[src/rtl/bwd_llr_pkg.sv]
package bwd_llr_pkg;
  localparam int MEM = 3;
  localparam int NS  = 1 << MEM;

  typedef logic [MEM-1:0] st_t;

  // next state for input bit u: {feedback, r1, r2}
  function automatic st_t nxt_state(input st_t s, input logic u);
    logic fb;
    fb = u ^ s[1] ^ s[0];
    return {fb, s[2], s[1]};
  endfunction

  // parity bit produced on the edge leaving s with input u
  function automatic logic edge_par(input st_t s, input logic u);
    return u ^ s[2] ^ s[1];
  endfunction
endpackage

[src/rtl/bwd_acs.sv]
module bwd_acs import bwd_llr_pkg::*; #(
  parameter  int MW = 14,
  parameter  int GW = 10,
  localparam int CW = MW + 1
) (
  input  logic                 clk,
  input  logic                 rst,
  input  logic                 step_en,
  input  logic                 first,
  input  logic signed [GW-1:0] lsum,
  input  logic signed [GW-1:0] par,
  output logic signed [CW-1:0] cand1 [NS],
  output logic signed [CW-1:0] cand0 [NS]
);
  localparam logic signed [MW-1:0] INIT_LO = MW'(-128);
  localparam logic signed [MW-1:0] ZERO_M  = '0;
  localparam logic signed [GW-1:0] ZERO_G  = '0;
  localparam logic signed [MW-1:0] HEAD    = MW'(1 << (MW - 2));

  logic signed [MW-1:0] beta_q [NS];
  logic signed [MW-1:0] src    [NS];
  logic signed [GW-1:0] g1     [NS];
  logic signed [GW-1:0] g0     [NS];
  logic signed [CW-1:0] win    [NS];
  logic signed [MW-1:0] beta_d [NS];

  always_comb begin
    for (int s = 0; s < NS; s++) begin
      if (first) src[s] = (s == 0) ? ZERO_M : INIT_LO;
      else       src[s] = beta_q[s];
    end
    for (int s = 0; s < NS; s++) begin
      g1[s]    = lsum + (edge_par(st_t'(s), 1'b1) ? par : ZERO_G);
      g0[s]    = edge_par(st_t'(s), 1'b0) ? par : ZERO_G;
      cand1[s] = CW'(src[nxt_state(st_t'(s), 1'b1)]) + CW'(g1[s]);
      cand0[s] = CW'(src[nxt_state(st_t'(s), 1'b0)]) + CW'(g0[s]);
      win[s]   = (cand1[s] > cand0[s]) ? cand1[s] : cand0[s];
    end
    for (int s = 0; s < NS; s++) begin
      beta_d[s] = MW'(win[s] - win[0]);
    end
  end

  always_ff @(posedge clk) begin
    if (rst) begin
      for (int s = 0; s < NS; s++) beta_q[s] <= (s == 0) ? ZERO_M : INIT_LO;
    end else if (step_en) begin
      for (int s = 0; s < NS; s++) beta_q[s] <= beta_d[s];
    end
  end

  for (genvar s = 0; s < NS; s++) begin : g_chk

    metric_headroom_chk: assert property (@(posedge clk) disable iff (rst)
      (beta_q[s] < HEAD) && (beta_q[s] > -HEAD));
  end
endmodule

[src/rtl/bwd_max_tree.sv]
module bwd_max_tree #(
  parameter  int W  = 16,
  parameter  int N  = 8,
  localparam int LV = $clog2(N)
) (
  input  logic                clk,
  input  logic                rst,
  input  logic                v_in,
  input  logic signed [W-1:0] d_in [N],
  output logic                v_out,
  output logic signed [W-1:0] d_out
);
  for (genvar l = 0; l <= LV; l++) begin : g_lv
    localparam int CNT = N >> l;
    logic signed [W-1:0] q [CNT];
    logic                v;
    if (l == 0) begin : g_root
      assign q = d_in;
      assign v = v_in;
    end else begin : g_node
      always_ff @(posedge clk) begin
        if (rst) v <= 1'b0;
        else     v <= g_lv[l-1].v;
        for (int j = 0; j < CNT; j++) begin
          q[j] <= (g_lv[l-1].q[2*j] >= g_lv[l-1].q[2*j+1]) ?
                  g_lv[l-1].q[2*j] : g_lv[l-1].q[2*j+1];
        end
      end
      for (genvar j = 0; j < CNT; j++) begin : g_a

        tree_pick_chk: assert property (@(posedge clk) disable iff (rst)
          v |-> (q[j] >= $past(g_lv[l-1].q[2*j])) &&
                (q[j] >= $past(g_lv[l-1].q[2*j+1])));
      end
    end
  end

  assign v_out = g_lv[LV].v;
  assign d_out = g_lv[LV].q[0];
endmodule

[src/rtl/bwd_out_stage.sv]
module bwd_out_stage #(
  parameter  int W    = 16,
  parameter  int IN_W = 8,
  parameter  int OW   = 8,
  parameter  int TW   = 11,
  localparam int DW   = W + 1,
  localparam int EW   = W + 3
) (
  input  logic                   clk,
  input  logic                   rst,
  input  logic                   v_in,
  input  logic signed [W-1:0]    mx1,
  input  logic signed [W-1:0]    mx0,
  input  logic signed [IN_W-1:0] apr,
  input  logic signed [IN_W-1:0] sys,
  input  logic                   second,
  input  logic [TW-1:0]          tag_in,
  output logic                   v_out,
  output logic signed [OW-1:0]   llr_o,
  output logic signed [OW-1:0]   ext_o,
  output logic [TW-1:0]          tag_o
);
  localparam logic signed [OW-1:0] OMAX = {1'b0, {(OW-1){1'b1}}};
  localparam logic signed [OW-1:0] OMIN = {1'b1, {(OW-1){1'b0}}};
  localparam logic signed [EW-1:0] ZE   = '0;

  logic signed [DW-1:0] diff;
  logic signed [EW-1:0] ext_full;

  function automatic logic signed [OW-1:0] clip(input logic signed [EW-1:0] x);
    if (x > EW'(OMAX))      return OMAX;
    else if (x < EW'(OMIN)) return OMIN;
    else                    return OW'(x);
  endfunction

  assign diff     = DW'(mx1) - DW'(mx0);
  assign ext_full = EW'(diff) - EW'(apr) - (second ? EW'(sys) : ZE);

  always_ff @(posedge clk) begin
    if (rst) begin
      v_out <= 1'b0;
      llr_o <= '0;
      ext_o <= '0;
      tag_o <= '0;
    end else begin
      v_out <= v_in;
      if (v_in) begin
        llr_o <= clip(EW'(diff));
        ext_o <= clip(ext_full);
        tag_o <= tag_in;
      end
    end
  end


  llr_clip_hi_chk: assert property (@(posedge clk) disable iff (rst)
    v_in && (diff > DW'(OMAX)) |=> llr_o == OMAX);

  llr_clip_lo_chk: assert property (@(posedge clk) disable iff (rst)
    v_in && (diff < DW'(OMIN)) |=> llr_o == OMIN);
endmodule

[src/rtl/bwd_llr_unit.sv]
module bwd_llr_unit import bwd_llr_pkg::*; #(
  parameter  int IN_W = 8,
  parameter  int MW   = 14,
  parameter  int OW   = 8,
  parameter  int IW   = 10,
  localparam int GW   = IN_W + 2,
  localparam int CW   = MW + 1,
  localparam int SW   = MW + 2,
  localparam int LV   = $clog2(NS),
  localparam int TW   = IW + 1,
  localparam int SBW  = 2 * IN_W + 1 + TW
) (
  input  logic                   clk,
  input  logic                   rst,
  input  logic                   in_valid,
  input  logic                   in_first,
  input  logic [IW-1:0]          in_len,
  input  logic                   in_second,
  input  logic signed [IN_W-1:0] in_sys,
  input  logic signed [IN_W-1:0] in_par,
  input  logic signed [IN_W-1:0] in_apr,
  input  logic [NS*MW-1:0]       in_alpha,
  output logic                   out_valid,
  output logic signed [OW-1:0]   out_llr,
  output logic signed [OW-1:0]   out_ext,
  output logic [IW-1:0]          out_idx
);
  // step index counter
  logic [IW-1:0] idx_q;
  logic [IW-1:0] idx_cur;
  assign idx_cur = in_first ? in_len - IW'(1) : idx_q - IW'(1);

  always_ff @(posedge clk) begin
    if (rst)           idx_q <= '0;
    else if (in_valid) idx_q <= idx_cur;
  end

  // branch inputs
  logic signed [GW-1:0] lsum;
  logic signed [GW-1:0] parx;
  assign lsum = GW'(in_sys) + GW'(in_apr);
  assign parx = GW'(in_par);

  logic signed [CW-1:0] cand1 [NS];
  logic signed [CW-1:0] cand0 [NS];

  bwd_acs #(.MW(MW), .GW(GW)) u_acs (
    .clk     (clk),
    .rst     (rst),
    .step_en (in_valid),
    .first   (in_first),
    .lsum    (lsum),
    .par     (parx),
    .cand1   (cand1),
    .cand0   (cand0)
  );

  // candidate plus forward metric
  logic signed [SW-1:0] sum1 [NS];
  logic signed [SW-1:0] sum0 [NS];
  logic                 sum_v;
  logic [SBW-1:0]       sb0;

  always_ff @(posedge clk) begin
    if (rst) sum_v <= 1'b0;
    else     sum_v <= in_valid;
    if (in_valid) begin
      for (int s = 0; s < NS; s++) begin
        sum1[s] <= SW'($signed(in_alpha[s*MW +: MW])) + SW'(cand1[s]);
        sum0[s] <= SW'($signed(in_alpha[s*MW +: MW])) + SW'(cand0[s]);
      end
      sb0 <= {in_second, in_sys, in_apr, in_first, idx_cur};
    end
  end

  // side-band delay matched to the comparator trees
  logic [SBW-1:0] sb_pipe [LV];
  always_ff @(posedge clk) begin
    sb_pipe[0] <= sb0;
    for (int k = 1; k < LV; k++) sb_pipe[k] <= sb_pipe[k-1];
  end

  logic                   sb_second;
  logic signed [IN_W-1:0] sb_sys;
  logic signed [IN_W-1:0] sb_apr;
  logic [TW-1:0]          sb_tag;
  assign sb_second = sb_pipe[LV-1][SBW-1];
  assign sb_sys    = sb_pipe[LV-1][SBW-2 -: IN_W];
  assign sb_apr    = sb_pipe[LV-1][SBW-2-IN_W -: IN_W];
  assign sb_tag    = sb_pipe[LV-1][TW-1:0];

  logic                 v1, v0;
  logic signed [SW-1:0] mx1, mx0;

  bwd_max_tree #(.W(SW), .N(NS)) u_max1 (
    .clk (clk), .rst (rst), .v_in (sum_v), .d_in (sum1), .v_out (v1), .d_out (mx1)
  );
  bwd_max_tree #(.W(SW), .N(NS)) u_max0 (
    .clk (clk), .rst (rst), .v_in (sum_v), .d_in (sum0), .v_out (v0), .d_out (mx0)
  );

  logic [TW-1:0] tag_o;
  logic          out_first;

  bwd_out_stage #(.W(SW), .IN_W(IN_W), .OW(OW), .TW(TW)) u_out (
    .clk    (clk),
    .rst    (rst),
    .v_in   (v1 & v0),
    .mx1    (mx1),
    .mx0    (mx0),
    .apr    (sb_apr),
    .sys    (sb_sys),
    .second (sb_second),
    .tag_in (sb_tag),
    .v_out  (out_valid),
    .llr_o  (out_llr),
    .ext_o  (out_ext),
    .tag_o  (tag_o)
  );

  assign out_first = tag_o[TW-1];
  assign out_idx   = tag_o[IW-1:0];

  // checker state
  logic [IW-1:0] last_idx;
  logic          seen;
  logic [2:0]    age;

  always_ff @(posedge clk) begin
    if (rst) begin
      last_idx <= '0;
      seen     <= 1'b0;
      age      <= '0;
    end else begin
      if (age != 3'd7) age <= age + 3'd1;
      if (out_valid) begin
        seen     <= 1'b1;
        last_idx <= out_idx;
      end
    end
  end


  idx_descend_chk: assert property (@(posedge clk) disable iff (rst)
    out_valid && !out_first && seen |-> out_idx == last_idx - IW'(1));

  latency_chk: assert property (@(posedge clk) disable iff (rst)
    (age == 3'd7) |-> out_valid == $past(in_valid, LV + 2));
endmodule

[config.mk]
export PLATFORM = sky130hd
export DESIGN_NAME = bwd_llr_unit
export DESIGN_NICKNAME = d
export VERILOG_FILES = /design/src/rtl/bwd_llr_pkg.sv /design/src/rtl/bwd_acs.sv /design/src/rtl/bwd_max_tree.sv /design/src/rtl/bwd_out_stage.sv /design/src/rtl/bwd_llr_unit.sv
export SDC_FILE = /design/constraint.sdc
export NUM_CORES = 2
export LEC_CHECK = 0
export BUFFER_PORTS_ARGS = -buffer_cell sky130_fd_sc_hd__buf_4
export CELL_PAD_IN_SITES_DETAIL_PLACEMENT = 0
export CELL_PAD_IN_SITES_GLOBAL_PLACEMENT = 1
export CORE_MARGIN = 1
export CORE_UTILIZATION = 55
export CTS_BUF_LIST = sky130_fd_sc_hd__clkbuf_8
export DETAILED_ROUTE_END_ITERATION = 8
export PLACE_DENSITY_LB_ADDON = 0.1
export SLEW_MARGIN = 40
export SYNTH_ARGS = -nofsm -noshare
export SYNTH_HDL_FRONTEND = slang
export SYNTH_SLANG_ARGS = --single-unit
[constraint.sdc]
create_clock -name clk -period 20.7 [get_ports clk]
set_clock_uncertainty 0.2 [all_clocks]
set_input_delay 2.07 -clock clk [delete_from_list [all_inputs] [get_ports clk]]
set_output_delay 2.07 -clock clk [all_outputs]
set_load 0.005 [all_outputs]
After elaboration in Yosys (flattened, before gate mapping)
Memories as Yosys holds them, arrays and structs flattened.
Index checks and enable logic that the tools add are counted.
W data, S select, Z words.
{"block": "classes", "magnitude_cmp": 26, "n_addsub": 43, "bitwise_logic": 8, "n_mux": 49}
{"operator": "$mux W14", "count": 24}
{"operator": "$ge A16 B16 Y1", "count": 14}
{"operator": "$mux W16", "count": 14}
{"operator": "$add A14 B15 Y16", "count": 12}
{"operator": "$sub A14 B14 Y14", "count": 8}
{"operator": "$add A14 B10 Y15", "count": 4}
{"operator": "$add A14 B14 Y15", "count": 4}
{"operator": "$add A14 B8 Y15", "count": 4}
{"operator": "$add A14 B9 Y15", "count": 4}
{"operator": "$gt A15 B14 Y1", "count": 4}
{"operator": "$gt A15 B15 Y1", "count": 4}
{"operator": "$mux W8", "count": 4}
{"operator": "$sub A10 B1 Y10 const B", "count": 2}
{"operator": "$gt A19 B8 Y1 const B", "count": 1}
{"operator": "$lt A19 B8 Y1 const B", "count": 1}
{"operator": "$mux W19", "count": 1}
{"operator": "$sub A19 B19 Y19", "count": 1}
{"operator": "$sub A17 B8 Y18", "count": 1}
{"operator": "$gt A17 B8 Y1 const B", "count": 1}
{"operator": "$lt A17 B8 Y1 const B", "count": 1}
{"operator": "$sub A16 B16 Y17", "count": 1}
{"operator": "$add A9 B8 Y10", "count": 1}
{"operator": "$mux W10", "count": 1}
{"operator": "$add A8 B8 Y9", "count": 1}
{"operator": "other kinds (2)", "count": 13}
{"block": "word_totals", "mem_count": 8, "output_inout_bits": 27, "ff_bits": 325, "ramBits": 420, "elab_cells": 160}
{"name": "u_acs.beta_q", "words": 8, "width": 14, "rd": 8, "rd_ports_with_merged_regs": 0, "write_ports": 8, "line": "bwd_acs.sv:20", "source": "logic signed [MW-1:0] beta_q [NS];"}
{"name": "sb_pipe", "words": 3, "width": 28, "rd": 3, "rd_ports_with_merged_regs": 0, "write_ports": 3, "line": "bwd_llr_unit.sv:77", "source": "logic [SBW-1:0] sb_pipe [LV];"}
{"name": "u_max0.g_lv[1].q", "words": 4, "width": 16, "rd": 4, "rd_ports_with_merged_regs": 0, "write_ports": 4, "line": "bwd_max_tree.sv:15", "source": "logic signed [W-1:0] q [CNT];"}
{"name": "u_max1.g_lv[1].q", "words": 4, "width": 16, "rd": 4, "rd_ports_with_merged_regs": 0, "write_ports": 4, "line": "bwd_max_tree.sv:15"}
{"name": "u_max0.g_lv[2].q", "words": 2, "width": 16, "rd": 2, "rd_ports_with_merged_regs": 0, "write_ports": 2, "line": "bwd_max_tree.sv:15"}
{"name": "u_max1.g_lv[2].q", "words": 2, "width": 16, "rd": 2, "rd_ports_with_merged_regs": 0, "write_ports": 2, "line": "bwd_max_tree.sv:15"}
{"name": "+2 memories"}

Logic depth before layout (Yosys ltp)
{"block": "depth", "ltp_word": 7, "mapped_depth": 47, "mapped_depth_nobuf": 43}

Hierarchy
From an unflattened synthesis, not the netlist that was laid out.
{"block": "unflattened", "cells_unflattened": 6118, "area_unflattened_um2": 58298.4}
{"mod": "bwd_llr_unit", "cells_per_inst": 1905, "n_inst": 1, "area_per_inst_um2": 21755.9}
{"mod": "bwd_acs", "cells_per_inst": 2531, "n_inst": 1, "area_per_inst_um2": 20098.0}
{"mod": "bwd_max_tree", "cells_per_inst": 627, "n_inst": 2, "area_per_inst_um2": 6482.5}
{"mod": "bwd_out_stage", "cells_per_inst": 428, "n_inst": 1, "area_per_inst_um2": 3479.6}

Worst setup path before layout
OpenSTA, ideal clock, no wires.
{"block": "synth_path", "kind": "input to register", "start": "in in_first", "end": "mem u_acs.beta_q[5][11] (netlist: u_acs.beta_q[1][25]), data pin", "setup_slack_ns": 9.464, "t_required_ns": 20.246, "stages": 40, "n_path_buf": 8, "arrival_ns": 10.783, "setup_ns": 0.254, "path_cell_list": "clkbuf_1 clkbuf_1 clkbuf_1 clkbuf_1 clkbuf_1 buf_1 clkbuf_1 nand2b_1 inv_1 ha_1 a21o_1 a21oi_1 o21bai_1 a21oi_1 o21bai_1 a21oi_1 o21bai_1 a2111oi_0 [... 4 more ...] nand2_1 nor2_1 nand3_1 o32a_1 o21ai_2 clkbuf_1 o21ai_0 ha_1 a21o_1 a221oi_1 a21oi_1 o32ai_2 maj3_2 o221a_4 o41ai_4 a21o_1 a211o_1 a21o_1"}
{"item": "start: declaration", "line": "bwd_llr_unit.sv:16", "source": "input logic in_first,"}
{"item": "end: declaration", "line": "bwd_acs.sv:20"}

==> reports/metrics.cfg <==
[run_status]
status=completed

[synth]
netlist_area_sq_um=55900
synth_seq_cells=721
ys_seq_area_share_pct=32.6
ys_types=110
synth_edf_count=377
synthFlopType=edfxtp_1
syn_inst=5999
syn_area_per_cell_sq_um=9.32
synthArstFlopShare_pct=0
yosys_warnings=0

[clocking]
path_clk_slew_ns=0.06
clk_path_buf_depth=3
cts_num_sinks=721
clk_latency_ns=0.84
cts_tree=built
cts_setup_buffers=0
cts-root-buf=clkbuf_8
cts_buffers=130
ctsResizeCount=0
ctsHoldBuffers=0
htreeDepth=4

[finish]
nNetsFinal=7326
final_cell_mix=ha_1 (867), inv_1 (735), a21oi_1 (432)
layout-area-overhead-vs-synth_pct=10.5
drive_above_1_share_pct=9.97
final_util_pct=61.6
layout_commonest_cell=ha_1
fin_cells=7735

[worst_setup_path]
slowest_delay_ns=0.76
critical_path_class=in2reg
start_kind=input port
path_max_fanout=25
crit_path_end_kind=register
worstPathRequired_ns=21.09
critical_path.most_common_cell=a21oi_1
arrival_ns=12.90
slowest_stage=mux2_2

[sta]
worstMarginPinSlew_ns=0.989
period_share_pct=60.4
finalSetupTns_ns=0
rsz0062_at_grt=false
setup_viol=0
max_freq_mhz=80.0
hold_viol=0
slew_headroom_pct=33.4
finalMaxSlewViolations=0
finalCriticalPeriod_ns=12.51
fin_ws_ns=8.19

[place]
place_ws_ns=7.52
portBuffers=177
numPlacedInstances=7491
routabilityCongestion=0.982
dp_hpwl_mm=139

[route]
vias_per_cell=5.70
drc=0
wl_per_cell_um=22.0
num_vias=44122
wirelength_mm=170
drtIter0Drc=3432
dr.pass1.iters=6
ant_nets=0

[floorplan]
fp.coreArea_sq_um=100000
die_w_um=321
die_area_sq_um=103000
rows=116
fp.dieH_um=321
initial_core_util_pct=55.7
io_pins=178

[global_routing]
grt_pass1_vias=41805
antenna_found_initial=16
grt.total_usage_pct=32.7
overflow=0
grt_max_degree=89
grt_first_pass_wirelength_mm=251

[worst_hold_path]
hold_path_class=reg2reg

[job]
maxCapViolCount=0

==> through the flow <==
step	instance area (sq um)	hold slack, ns
after floorplan	56100	0.110
after global placement	59000	0.110
after detailed placement	59100	0.112
after CTS	61800	0.123
after global routing	61800	0.119
final	61800	0.115
==> worst paths after layout <==
path,startpoint,endpoint,slack (ns),depth (start not counted)
max,in_sys[0],u_acs.beta_q[1][25]$_SDFFCE_PN1P_,8.19,44
min,sb_pipe[0][28]$_DFF_P_,sb_pipe[0][56]$_DFF_P_,0.11,0
max reg2reg,u_acs.beta_q[1][14]$_SDFFCE_PN0P_,u_acs.beta_q[0][39]$_SDFFCE_PN1P_,11.68,37
min reg2reg,sb_pipe[0][28]$_DFF_P_,sb_pipe[0][56]$_DFF_P_,0.11,0
==> cells by family after synthesis <==
group                      share of synthesized area, %
buffers and inverters                              5.54
DFF                                                32.6
adders and majority gates                          21.1
xor gates and xnor gates                           7.70
AOI/OAI and AO/OA                                  17.4
muxes                                              3.77
and+or+nand+nor                                    11.9
other                                            0.0134
==> Yosys cell counts (98+ instances only) <==
library cell / instances / area [sq um]
ha_1: 869 / 10900
nand2_1: 303 / 1140
nor2_1: 373 / 1400
edfxtp_1: 377 / 11300
xnor2_1: 388 / 3400
o21bai_1: 141 / 1060
nor2b_1: 155 / 970
mux2_2: 115 / 1290
o21ai_0: 355 / 1780
a21o_1: 159 / 1190
inv_1: 696 / 2610
clkbuf_1: 98 / 368
dfxtp_1: 344 / 6890
a21oi_1: 433 / 2170
==> state kept, by name, indices dropped and copies added, names as in the netlist <==
name	count
u_acs.beta_q	98
sum_v	1
sb_pipe	81
sb0	27
idx_q	10
u_max1.g_lv.q	112
u_out.llr_o	8
u_max0.g_lv.q	110
u_out.tag_o	10
u_out.ext_o	8
u_max1.v_out	1
u_max1.g_lv.v	2
sum0	124
u_out.v_out	1
sum1	128
==> layout make-up <==
cell class | count | area [sq um]
Multi-Input combinational cell | 4499 | 34900
Sequential cell | 721 | 18200
Fill cell | 8787 | 38600
Antenna cell | 7 | 17.5
Timing Repair Buffer | 216 | 1640
Tap cell | 1357 | 1700
Clock buffer | 146 | 2010
Clock inverter | 91 | 724
Inverter | 698 | 2630
==> critical path, delay by kind of cell <==
kind / cells / cell delay, ns
buffers and inverters: 4 / 1.10
adder cells (fa/ha/maj): 6 / 2.18
AND/OR/NAND/NOR: 11 / 1.92
multiplexers: 3 / 1.30
AO/OA/AOI/OAI: 20 / 4.28
==> routing by layer <==
metal / part of all wire [%] / GRT usage, % / wire, um
met5: 0.020 / 0 / 34
met4: 4.8 / 15.4 / 8240
met3: 6.1 / 4.56 / 10300
met2: 45 / 53.1 / 76900
met1: 44 / 43.0 / 74500
Power is left out: the tool's default activity adds up to more than one toggle a clock period on the data nets, which glitch-free logic cannot reach.
